===== config.mk =====
export PLATFORM = sky130hd
export DESIGN_NAME = serial_rx_unit
export DESIGN_NICKNAME = d
export VERILOG_FILES = /design/src/rtl/srx_pkg.sv /design/src/rtl/srx_baud.sv /design/src/rtl/srx_frame.sv /design/src/rtl/srx_buffer.sv /design/src/rtl/serial_rx_unit.sv
export SDC_FILE = /design/constraint.sdc
export NUM_CORES = 1
export LEC_CHECK = 0
export BUFFER_PORTS_ARGS = -buffer_cell sky130_fd_sc_hd__buf_2
export CORE_MARGIN = 3
export CORE_UTILIZATION = 30
export CTS_BUF_LIST = sky130_fd_sc_hd__clkbuf_4 sky130_fd_sc_hd__clkbuf_8
export DETAILED_ROUTE_END_ITERATION = 12
export PLACE_DENSITY = 0.45
export SETUP_SLACK_MARGIN = 0.4
export SLEW_MARGIN = 10
export SYNTH_ARGS = -nofsm -noshare
export SYNTH_HDL_FRONTEND = slang
export SYNTH_HIERARCHICAL = 1
export SYNTH_SLANG_ARGS = --single-unit

===== constraint.sdc =====
create_clock -name clk -period 3.6 [get_ports clk]
set_clock_uncertainty 0.05 [all_clocks]
set_input_delay 0.36 -clock clk [delete_from_list [all_inputs] [get_ports clk]]
set_output_delay 0.36 -clock clk [all_outputs]
set_load 0.01 [all_outputs]

===== src/rtl/srx_pkg.sv =====
package srx_pkg;

    localparam int DATA_W    = 8;
    localparam int LEN_W     = $clog2(DATA_W);
    localparam int OVS       = 8;
    localparam int IDLE_BITS = 10;
    localparam int RUN_W     = 8;

    typedef enum logic [2:0] {
        ST_IDLE,
        ST_START,
        ST_DATA,
        ST_ADDR,
        ST_PAR,
        ST_STOP1,
        ST_STOP2
    } rx_state_e;

    typedef enum logic [1:0] {
        PM_NONE = 2'b00,
        PM_EVEN = 2'b01,
        PM_ODD  = 2'b10,
        PM_OFF  = 2'b11
    } par_mode_e;

    typedef enum logic [1:0] {
        WK_NONE = 2'b00,
        WK_IDLE = 2'b01,
        WK_ADDR = 2'b10,
        WK_OFF  = 2'b11
    } wake_mode_e;

    typedef struct packed {
        logic [DATA_W-1:0] data;
        logic              perr;
        logic              ferr;
        logic              addr;
    } rx_frame_t;

    function automatic logic maj3(input logic [2:0] v);
        return (v[0] & v[1]) | (v[0] & v[2]) | (v[1] & v[2]);
    endfunction

    function automatic logic par_used(input logic [1:0] m);
        return (m == PM_EVEN) || (m == PM_ODD);
    endfunction

    function automatic logic par_expect(input logic [DATA_W-1:0] d, input logic [1:0] m);
        return (m == PM_ODD) ? ~(^d) : (^d);
    endfunction

    function automatic logic wake_on(input logic [1:0] w);
        return (w == WK_IDLE) || (w == WK_ADDR);
    endfunction

    function automatic logic [DATA_W-1:0] align_data(input logic [DATA_W-1:0] sh,
                                                     input logic [LEN_W-1:0]  len);
        return sh >> (DATA_W - 1 - int'(len));
    endfunction

    function automatic logic [RUN_W-1:0] break_limit(input logic [LEN_W-1:0] len,
                                                     input logic [1:0]       pm,
                                                     input logic [1:0]       wm,
                                                     input logic             two);
        int n;
        n = 1 + int'(len) + 1 + (par_used(pm) ? 1 : 0) + ((wm == WK_ADDR) ? 1 : 0)
            + (two ? 2 : 1);
        return RUN_W'((n + 1) * OVS);
    endfunction

endpackage


===== src/rtl/srx_baud.sv =====
module srx_baud #(
    parameter int DIV_W = 16
) (
    input  logic             clk,
    input  logic             rst,
    input  logic             en,
    input  logic [DIV_W-1:0] div,
    output logic             tick
);
    logic [DIV_W-1:0] cnt;

    always_ff @(posedge clk) begin
        if (rst || !en) begin
            cnt  <= '0;
            tick <= 1'b0;
        end else if (cnt >= div) begin
            cnt  <= '0;
            tick <= 1'b1;
        end else begin
            cnt  <= cnt + 1'b1;
            tick <= 1'b0;
        end
    end
endmodule


===== src/rtl/srx_frame.sv =====
module srx_frame
    import srx_pkg::*;
(
    input  logic             clk,
    input  logic             rst,
    input  logic             en,
    input  logic             tick,
    input  logic             line,
    input  logic [LEN_W-1:0] len,
    input  logic [1:0]       par_mode,
    input  logic [1:0]       wake_mode,
    input  logic             two_stop,
    output logic             done,
    output rx_frame_t        frm,
    output logic             brk
);
    localparam logic [RUN_W-1:0] IDLE_LIM = RUN_W'(IDLE_BITS * OVS);

    rx_state_e         state;
    logic [2:0]        smp;
    logic [2:0]        votes;
    logic [LEN_W-1:0]  bidx;
    logic [DATA_W-1:0] sh;
    logic              pbit;
    logic              abit;
    logic              ferr;
    logic              prev;
    logic              from_idle;
    logic              idle_seen;
    logic              armed;
    logic [RUN_W-1:0]  low_run;
    logic [RUN_W-1:0]  idle_run;

    logic              bitv;
    logic [RUN_W-1:0]  brk_lim;
    logic [DATA_W-1:0] fin_data;
    logic              fin_perr;
    logic              fin_addr;

    always_comb begin
        bitv     = maj3(votes);
        brk_lim  = break_limit(len, par_mode, wake_mode, two_stop);
        fin_data = align_data(sh, len);
        fin_perr = par_used(par_mode) && (pbit != par_expect(fin_data, par_mode));
        case (wake_mode)
            WK_ADDR: fin_addr = abit;
            WK_IDLE: fin_addr = from_idle;
            default: fin_addr = 1'b0;
        endcase
    end

    always_ff @(posedge clk) begin
        if (rst || !en) begin
            state     <= ST_IDLE;
            smp       <= '0;
            votes     <= '0;
            bidx      <= '0;
            sh        <= '0;
            pbit      <= 1'b0;
            abit      <= 1'b0;
            ferr      <= 1'b0;
            prev      <= 1'b1;
            from_idle <= 1'b0;
            idle_seen <= 1'b0;
            armed     <= 1'b1;
            low_run   <= '0;
            idle_run  <= '0;
            done      <= 1'b0;
            brk       <= 1'b0;
            frm       <= '0;
        end else begin
            done <= 1'b0;
            brk  <= 1'b0;
            if (tick) begin
                prev <= line;

                // low-run watch for break
                if (line) begin
                    low_run <= '0;
                    armed   <= 1'b1;
                end else begin
                    if (low_run != {RUN_W{1'b1}}) low_run <= low_run + 1'b1;
                    if (armed && (low_run == brk_lim)) begin
                        brk   <= 1'b1;
                        armed <= 1'b0;
                    end
                end

                // mid-bit votes
                if (state != ST_IDLE) begin
                    case (smp)
                        3'd3:    votes[0] <= line;
                        3'd4:    votes[1] <= line;
                        3'd5:    votes[2] <= line;
                        default: ;
                    endcase
                end

                if (state == ST_IDLE) begin
                    if (line) begin
                        if (idle_run == IDLE_LIM) idle_seen <= 1'b1;
                        else                      idle_run  <= idle_run + 1'b1;
                    end else begin
                        idle_run <= '0;
                        if (prev) begin
                            state     <= ST_START;
                            smp       <= 3'd1;
                            from_idle <= idle_seen;
                            idle_seen <= 1'b0;
                        end
                    end
                end else begin
                    smp <= smp + 1'b1;
                    if (smp == 3'd7) begin
                        case (state)
                            ST_START: begin
                                if (bitv) begin
                                    state <= ST_IDLE;
                                end else begin
                                    state <= ST_DATA;
                                    bidx  <= '0;
                                    sh    <= '0;
                                    ferr  <= 1'b0;
                                end
                            end
                            ST_DATA: begin
                                sh <= {bitv, sh[DATA_W-1:1]};
                                if (bidx == len) begin
                                    if (wake_mode == WK_ADDR)    state <= ST_ADDR;
                                    else if (par_used(par_mode)) state <= ST_PAR;
                                    else                         state <= ST_STOP1;
                                end else begin
                                    bidx <= bidx + 1'b1;
                                end
                            end
                            ST_ADDR: begin
                                abit  <= bitv;
                                state <= par_used(par_mode) ? ST_PAR : ST_STOP1;
                            end
                            ST_PAR: begin
                                pbit  <= bitv;
                                state <= ST_STOP1;
                            end
                            ST_STOP1: begin
                                if (two_stop) begin
                                    ferr  <= ~bitv;
                                    state <= ST_STOP2;
                                end else begin
                                    state <= ST_IDLE;
                                    done  <= 1'b1;
                                    frm   <= '{data: fin_data, perr: fin_perr,
                                               ferr: ~bitv, addr: fin_addr};
                                end
                            end
                            ST_STOP2: begin
                                state <= ST_IDLE;
                                done  <= 1'b1;
                                frm   <= '{data: fin_data, perr: fin_perr,
                                           ferr: ferr | ~bitv, addr: fin_addr};
                            end
                            default: state <= ST_IDLE;
                        endcase
                    end
                end
            end
        end
    end
endmodule


===== src/rtl/srx_buffer.sv =====
module srx_buffer
    import srx_pkg::*;
(
    input  logic              clk,
    input  logic              rst,
    input  logic              done,
    input  rx_frame_t         frm,
    input  logic              brk,
    input  logic              rd_stb,
    input  logic [1:0]        wake_mode,
    input  logic              sleep,
    input  logic              rx_int_en,
    input  logic              err_int_en,
    output logic [DATA_W-1:0] rx_data,
    output logic              rx_ready,
    output logic              addr_flag,
    output logic              err_parity,
    output logic              err_overrun,
    output logic              err_frame,
    output logic              err_break,
    output logic              err_any,
    output logic              irq_rx,
    output logic              irq_err
);
    logic deliver;

    always_comb begin
        deliver = !(wake_on(wake_mode) && sleep) || frm.addr;
        err_any = err_parity | err_overrun | err_frame | err_break;
        irq_rx  = rx_int_en & rx_ready;
        irq_err = (err_int_en & (err_parity | err_overrun | err_frame)) | err_break;
    end

    always_ff @(posedge clk) begin
        if (rst) begin
            rx_data     <= '0;
            rx_ready    <= 1'b0;
            addr_flag   <= 1'b0;
            err_parity  <= 1'b0;
            err_overrun <= 1'b0;
            err_frame   <= 1'b0;
            err_break   <= 1'b0;
        end else begin
            if (rd_stb) begin
                rx_ready    <= 1'b0;
                err_overrun <= 1'b0;
                err_break   <= 1'b0;
            end
            if (done && deliver) begin
                rx_ready    <= 1'b1;
                err_overrun <= !rd_stb && (err_overrun || rx_ready);
                rx_data     <= frm.data;
                err_parity  <= frm.perr;
                err_frame   <= frm.ferr;
                addr_flag   <= frm.addr;
            end
            if (brk) err_break <= 1'b1;
        end
    end
endmodule


===== src/rtl/serial_rx_unit.sv =====
module serial_rx_unit
    import srx_pkg::*;
#(
    parameter int DIV_W = 16
) (
    input  logic              clk,
    input  logic              rst,
    input  logic              rx_en,
    input  logic [DIV_W-1:0]  baud_div,
    input  logic [LEN_W-1:0]  data_len,
    input  logic [1:0]        par_mode,
    input  logic              two_stop,
    input  logic [1:0]        wake_mode,
    input  logic              sleep,
    input  logic              rx_int_en,
    input  logic              err_int_en,
    input  logic              rxd,
    input  logic              rd_stb,
    output logic [DATA_W-1:0] rx_data,
    output logic              rx_ready,
    output logic              addr_flag,
    output logic              err_parity,
    output logic              err_overrun,
    output logic              err_frame,
    output logic              err_break,
    output logic              err_any,
    output logic              irq_rx,
    output logic              irq_err
);
    logic      line_q1;
    logic      line_s;
    logic      tick;
    logic      frm_done;
    logic      brk_pulse;
    rx_frame_t frm;

    always_ff @(posedge clk) begin
        if (rst) begin
            line_q1 <= 1'b1;
            line_s  <= 1'b1;
        end else begin
            line_q1 <= rxd;
            line_s  <= line_q1;
        end
    end

    srx_baud #(.DIV_W(DIV_W)) u_baud (
        .clk  (clk),
        .rst  (rst),
        .en   (rx_en),
        .div  (baud_div),
        .tick (tick)
    );

    srx_frame u_frame (
        .clk       (clk),
        .rst       (rst),
        .en        (rx_en),
        .tick      (tick),
        .line      (line_s),
        .len       (data_len),
        .par_mode  (par_mode),
        .wake_mode (wake_mode),
        .two_stop  (two_stop),
        .done      (frm_done),
        .frm       (frm),
        .brk       (brk_pulse)
    );

    srx_buffer u_buf (
        .clk         (clk),
        .rst         (rst),
        .done        (frm_done),
        .frm         (frm),
        .brk         (brk_pulse),
        .rd_stb      (rd_stb),
        .wake_mode   (wake_mode),
        .sleep       (sleep),
        .rx_int_en   (rx_int_en),
        .err_int_en  (err_int_en),
        .rx_data     (rx_data),
        .rx_ready    (rx_ready),
        .addr_flag   (addr_flag),
        .err_parity  (err_parity),
        .err_overrun (err_overrun),
        .err_frame   (err_frame),
        .err_break   (err_break),
        .err_any     (err_any),
        .irq_rx      (irq_rx),
        .irq_err     (irq_err)
    );
endmodule


==> metrics.log <==
[metrics] unrepaired setup endpoints after global routing: no
[metrics] clock period minus worst slack: 2.50 ns
[metrics] sum of negative setup slack: 0 ns
[metrics] dominant cell by count in the synthesized netlist: dfxtp_1
[metrics] dominant cell type by area after synthesis: dfxtp_1
[metrics] critical path depth in cells: 14
[metrics] synth-to-layout area growth: 12.0%
[metrics] CTS tree: yes
[metrics] number of cells in the design after placement: 800
[metrics] R2R cell count: 8
[metrics] number of hold violations in the final report: 0
[metrics] number of antenna violations at the first check in global routing: 0
[metrics] vias after detailed routing: 3825
[metrics] number of enable flip-flop cells after synthesis: 0
[metrics] Max Transition Viols Final: 0
[metrics] Leakage: 2.19 nW
[metrics] total of hold buffers inserted after clock tree synthesis: 0
[metrics] clock transition time at the flip-flop clock pins of the worst setup and hold paths: 0.09 ns
[metrics] maximum number of pins on one net before global-route repair: 34
[metrics] number of ports placed on the die boundary: 49
[metrics] wire length of the first global-routing pass: 17600 um
[metrics] source-to-sink clock delay at the later pin of the worst-skew pair: 0.37 ns
[metrics] total detailed-routing wirelength: 10400 um
[metrics] share of final-layout standard cells stronger than drive strength 1: 19.2%
[metrics] max_cap viols: 0
[metrics] share of the synthesized area in the top cell type: 36.3%
[metrics] critical path's slowest cell: fa_1
[metrics] maximum fanout along the worst path: 3
[metrics] H-tree levels: 3
[metrics] critical path class: primary input to flop
[metrics] final-report setup violation count: 0
[metrics] half-perimeter wire length after detailed placement: 7870 um
[metrics] critical path buffer and inverter count: 5
[metrics] setup fix buffers added after clock tree synthesis: 0
[metrics] fraction of the yosys area taken by sequential cells: 36.3%
[metrics] Data arrival, critical path: 2.72 ns
[metrics] via count of the first global-routing pass: 3617
[metrics] starting density of the core: 30.8%
[metrics] floorplan core area: 0.0159 mm^2
[metrics] number of synthesis warnings: 6
[metrics] Post-Route Hold Slack: 0.118 ns
[metrics] startpoint kind of the worst setup timing path: primary input
[metrics] hold crit path type: primary input to flop
[metrics] ranking of synthesized cells by area: dfxtp_1, ha_1, nor2_1, xnor2_1, inv_1
[metrics] power per standard cell area: 327 mW/mm^2
[metrics] Peak Freq: 399 MHz
[metrics] Syn Std Cell Area: 0.00490 mm^2
[metrics] PortBufs: 48
[metrics] total overflow reported by the global router: 0
[metrics] critical path required time: 3.82 ns
[metrics] Die X-Extent: 134 um
[metrics] die span in y: 134 um
[metrics] GP Congestion: 0.803
[metrics] Distinct cells, synth: 72
[metrics] count of routing violations after the opening detailed-route iteration: 189
[metrics] Core Util, Final: 34.4%
[metrics] # rows: 46
[metrics] final-stage net count: 663
[metrics] Num CTS Buffers: 9
[metrics] endpoint type of the worst setup path: flop
[metrics] DRC violation count after routing: 0
[metrics] commonest cells in the synthesized netlist: dfxtp_1, nor2_1, inv_1
[metrics] Gate Count Post-Synth: 554
[metrics] ratio of final minimum period to clock period: 69.5%
[metrics] transition time at the pin with the least slew margin: 0.828 ns
[metrics] post-synthesis async set-or-reset flop share: 0%
[metrics] hold-critical path depth: 2
[metrics] Routed wire per std cell: 12.8 um
[metrics] Synth Area per Inst: 8.85 um^2
[metrics] GRT Overall Usage: 12.0%
[metrics] post-cts repair resize count: 0
[metrics] detail-routed via count per cell: 4.69
[metrics] predominant post-synthesis flop cell: dfxtp_1
[metrics] remaining number of nets flagged by the antenna check after routing: 0
[metrics] Synth Net Count: 622
[metrics] clk buf depth: 2
[metrics] run status: complete, no violations
[metrics] Filler Cells Inserted: 1695
[metrics] critical-path cell list: buf_2, inv_1, ha_1, inv_1, ha_1, inv_1, fa_1, inv_1, fa_1, xor2_1, nand4_1, nor3_1, nand2_1, a21o_1
[metrics] Crit path top cell by count: inv_1
[metrics] peak supply drop: 0.142 mV
[metrics] final antenna diode count: 0
[metrics] Synth Register Bits: 89
[metrics] first-pass detailed-route iteration total: 4
[metrics] final cell count without fillers: 816
[metrics] # clock sinks: 89
[metrics] slowest cell delay on critical path: 0.43 ns
[metrics] die area: 0.0179 mm^2
[metrics] Max transition margin: 44.3%
[metrics] total area of sequential cells: 0.00178 mm^2
[metrics] area of the multi-input gates: 0.00280 mm^2
[metrics] root buffer cell: clkbuf_8
[metrics] Top delay family on crit path: adder cells
[state kept, by name, indices dropped and copies added (netlist names), 3 cells and up]
name and flops:
u_buf/rx_data 8, u_frame/low_run 8, u_baud/cnt 16, u_frame/votes 3, u_frame/bidx 3, u_frame/sh 8, u_frame/smp 3, u_frame/frm 11
u_frame/state 3, u_frame/idle_run 8
[cell usage in the layout (no fill, tap or decap), types with 4 or more instances in the layout]
| cell | netlist | routed |
|---|---|---|
| and4_1 | 4 | 4 |
| nand3_1 | 22 | 22 |
| nand2b_1 | 8 | 8 |
| mux2i_1 | 7 | 7 |
| nand2_1 | 31 | 31 |
| a22oi_1 | 10 | 10 |
| a31oi_1 | 5 | 5 |
| buf_2 | 6 | 48 |
| nand4_1 | 11 | 11 |
| nor3_1 | 10 | 10 |
| clkinvlp_4 | 0 | 4 |
| xnor2_1 | 24 | 24 |
| a21oi_1 | 27 | 27 |
| nor2_1 | 72 | 72 |
| xor2_1 | 20 | 20 |
| dfxtp_1 | 89 | 89 |
| a22o_2 | 10 | 10 |
| clkbuf_8 | 0 | 11 |
| nor2b_1 | 5 | 5 |
| o21ai_0 | 14 | 14 |
| ha_1 | 34 | 34 |
| inv_1 | 48 | 48 |
| a211oi_1 | 4 | 4 |
| nor2_2 | 11 | 11 |
[routing by layer]
layer  vias up  part of all wire, %  track usage [%]
met1      1755                   49             15.9
met4         0                  2.0             4.97
met3        15                  3.6             2.44
li1       1987                    -                -
met5         -                    0                0
met2        68                   46             19.1
[per-stage QoR]
step	power [W]	instance area [um^2]	worst slack [ns]
after CTS	0.00183	5490	1.09
after detailed placement	0.00115	5300	0.685
after floorplan	0.00111	4900	1.04
after global routing	0.00188	5490	0.944
after global placement	0.00115	5300	0.733
final	0.00179	5490	1.10
[logic make-up (layout without fill, tap and decap cells)]
kind of cell | after synthesis | after routing | share of synthesized area (%)
AND/OR/NAND/NOR | 199 | 199 | 20.4
adder cells (fa/ha/maj) | 37 | 37 | 9.70
buffers and inverters | 70 | 116 | 6.53
XOR/XNOR | 45 | 45 | 8.32
flip-flops | 89 | 89 | 36.3
multiplexers | 16 | 16 | 4.54
AO/OA/AOI/OAI | 98 | 98 | 14.1
[where the power goes]
part	switching, W	internal, W	total (W)
clock network	0.000379	0.000291	0.000670
logic	0.0000775	0.0000567	0.000134
registers	0.00000289	0.000986	0.000988
[cell type report]
| class | instances | area share (%) |
|---|---|---|
| multi-input combinational | 395 | 51.0 |
| sequential | 89 | 32.5 |
| tap | 216 | 4.92 |
| inverter | 49 | 3.35 |
| clock buffer | 11 | 2.76 |
| timing repair buffer | 51 | 4.79 |
| clock inverter | 5 | 0.706 |
[final timing paths]
kind	start	end	slack, ns
worst max-delay path	wake_mode[0]	u_frame/armed	1.10
worst min-delay path	rxd	line_q1	0.12
worst max register to register	u_frame/smp[0]	u_frame/bidx[2]	1.38
worst min register to register	line_q1	line_s	0.38
(Power assumes the default switching activity.)
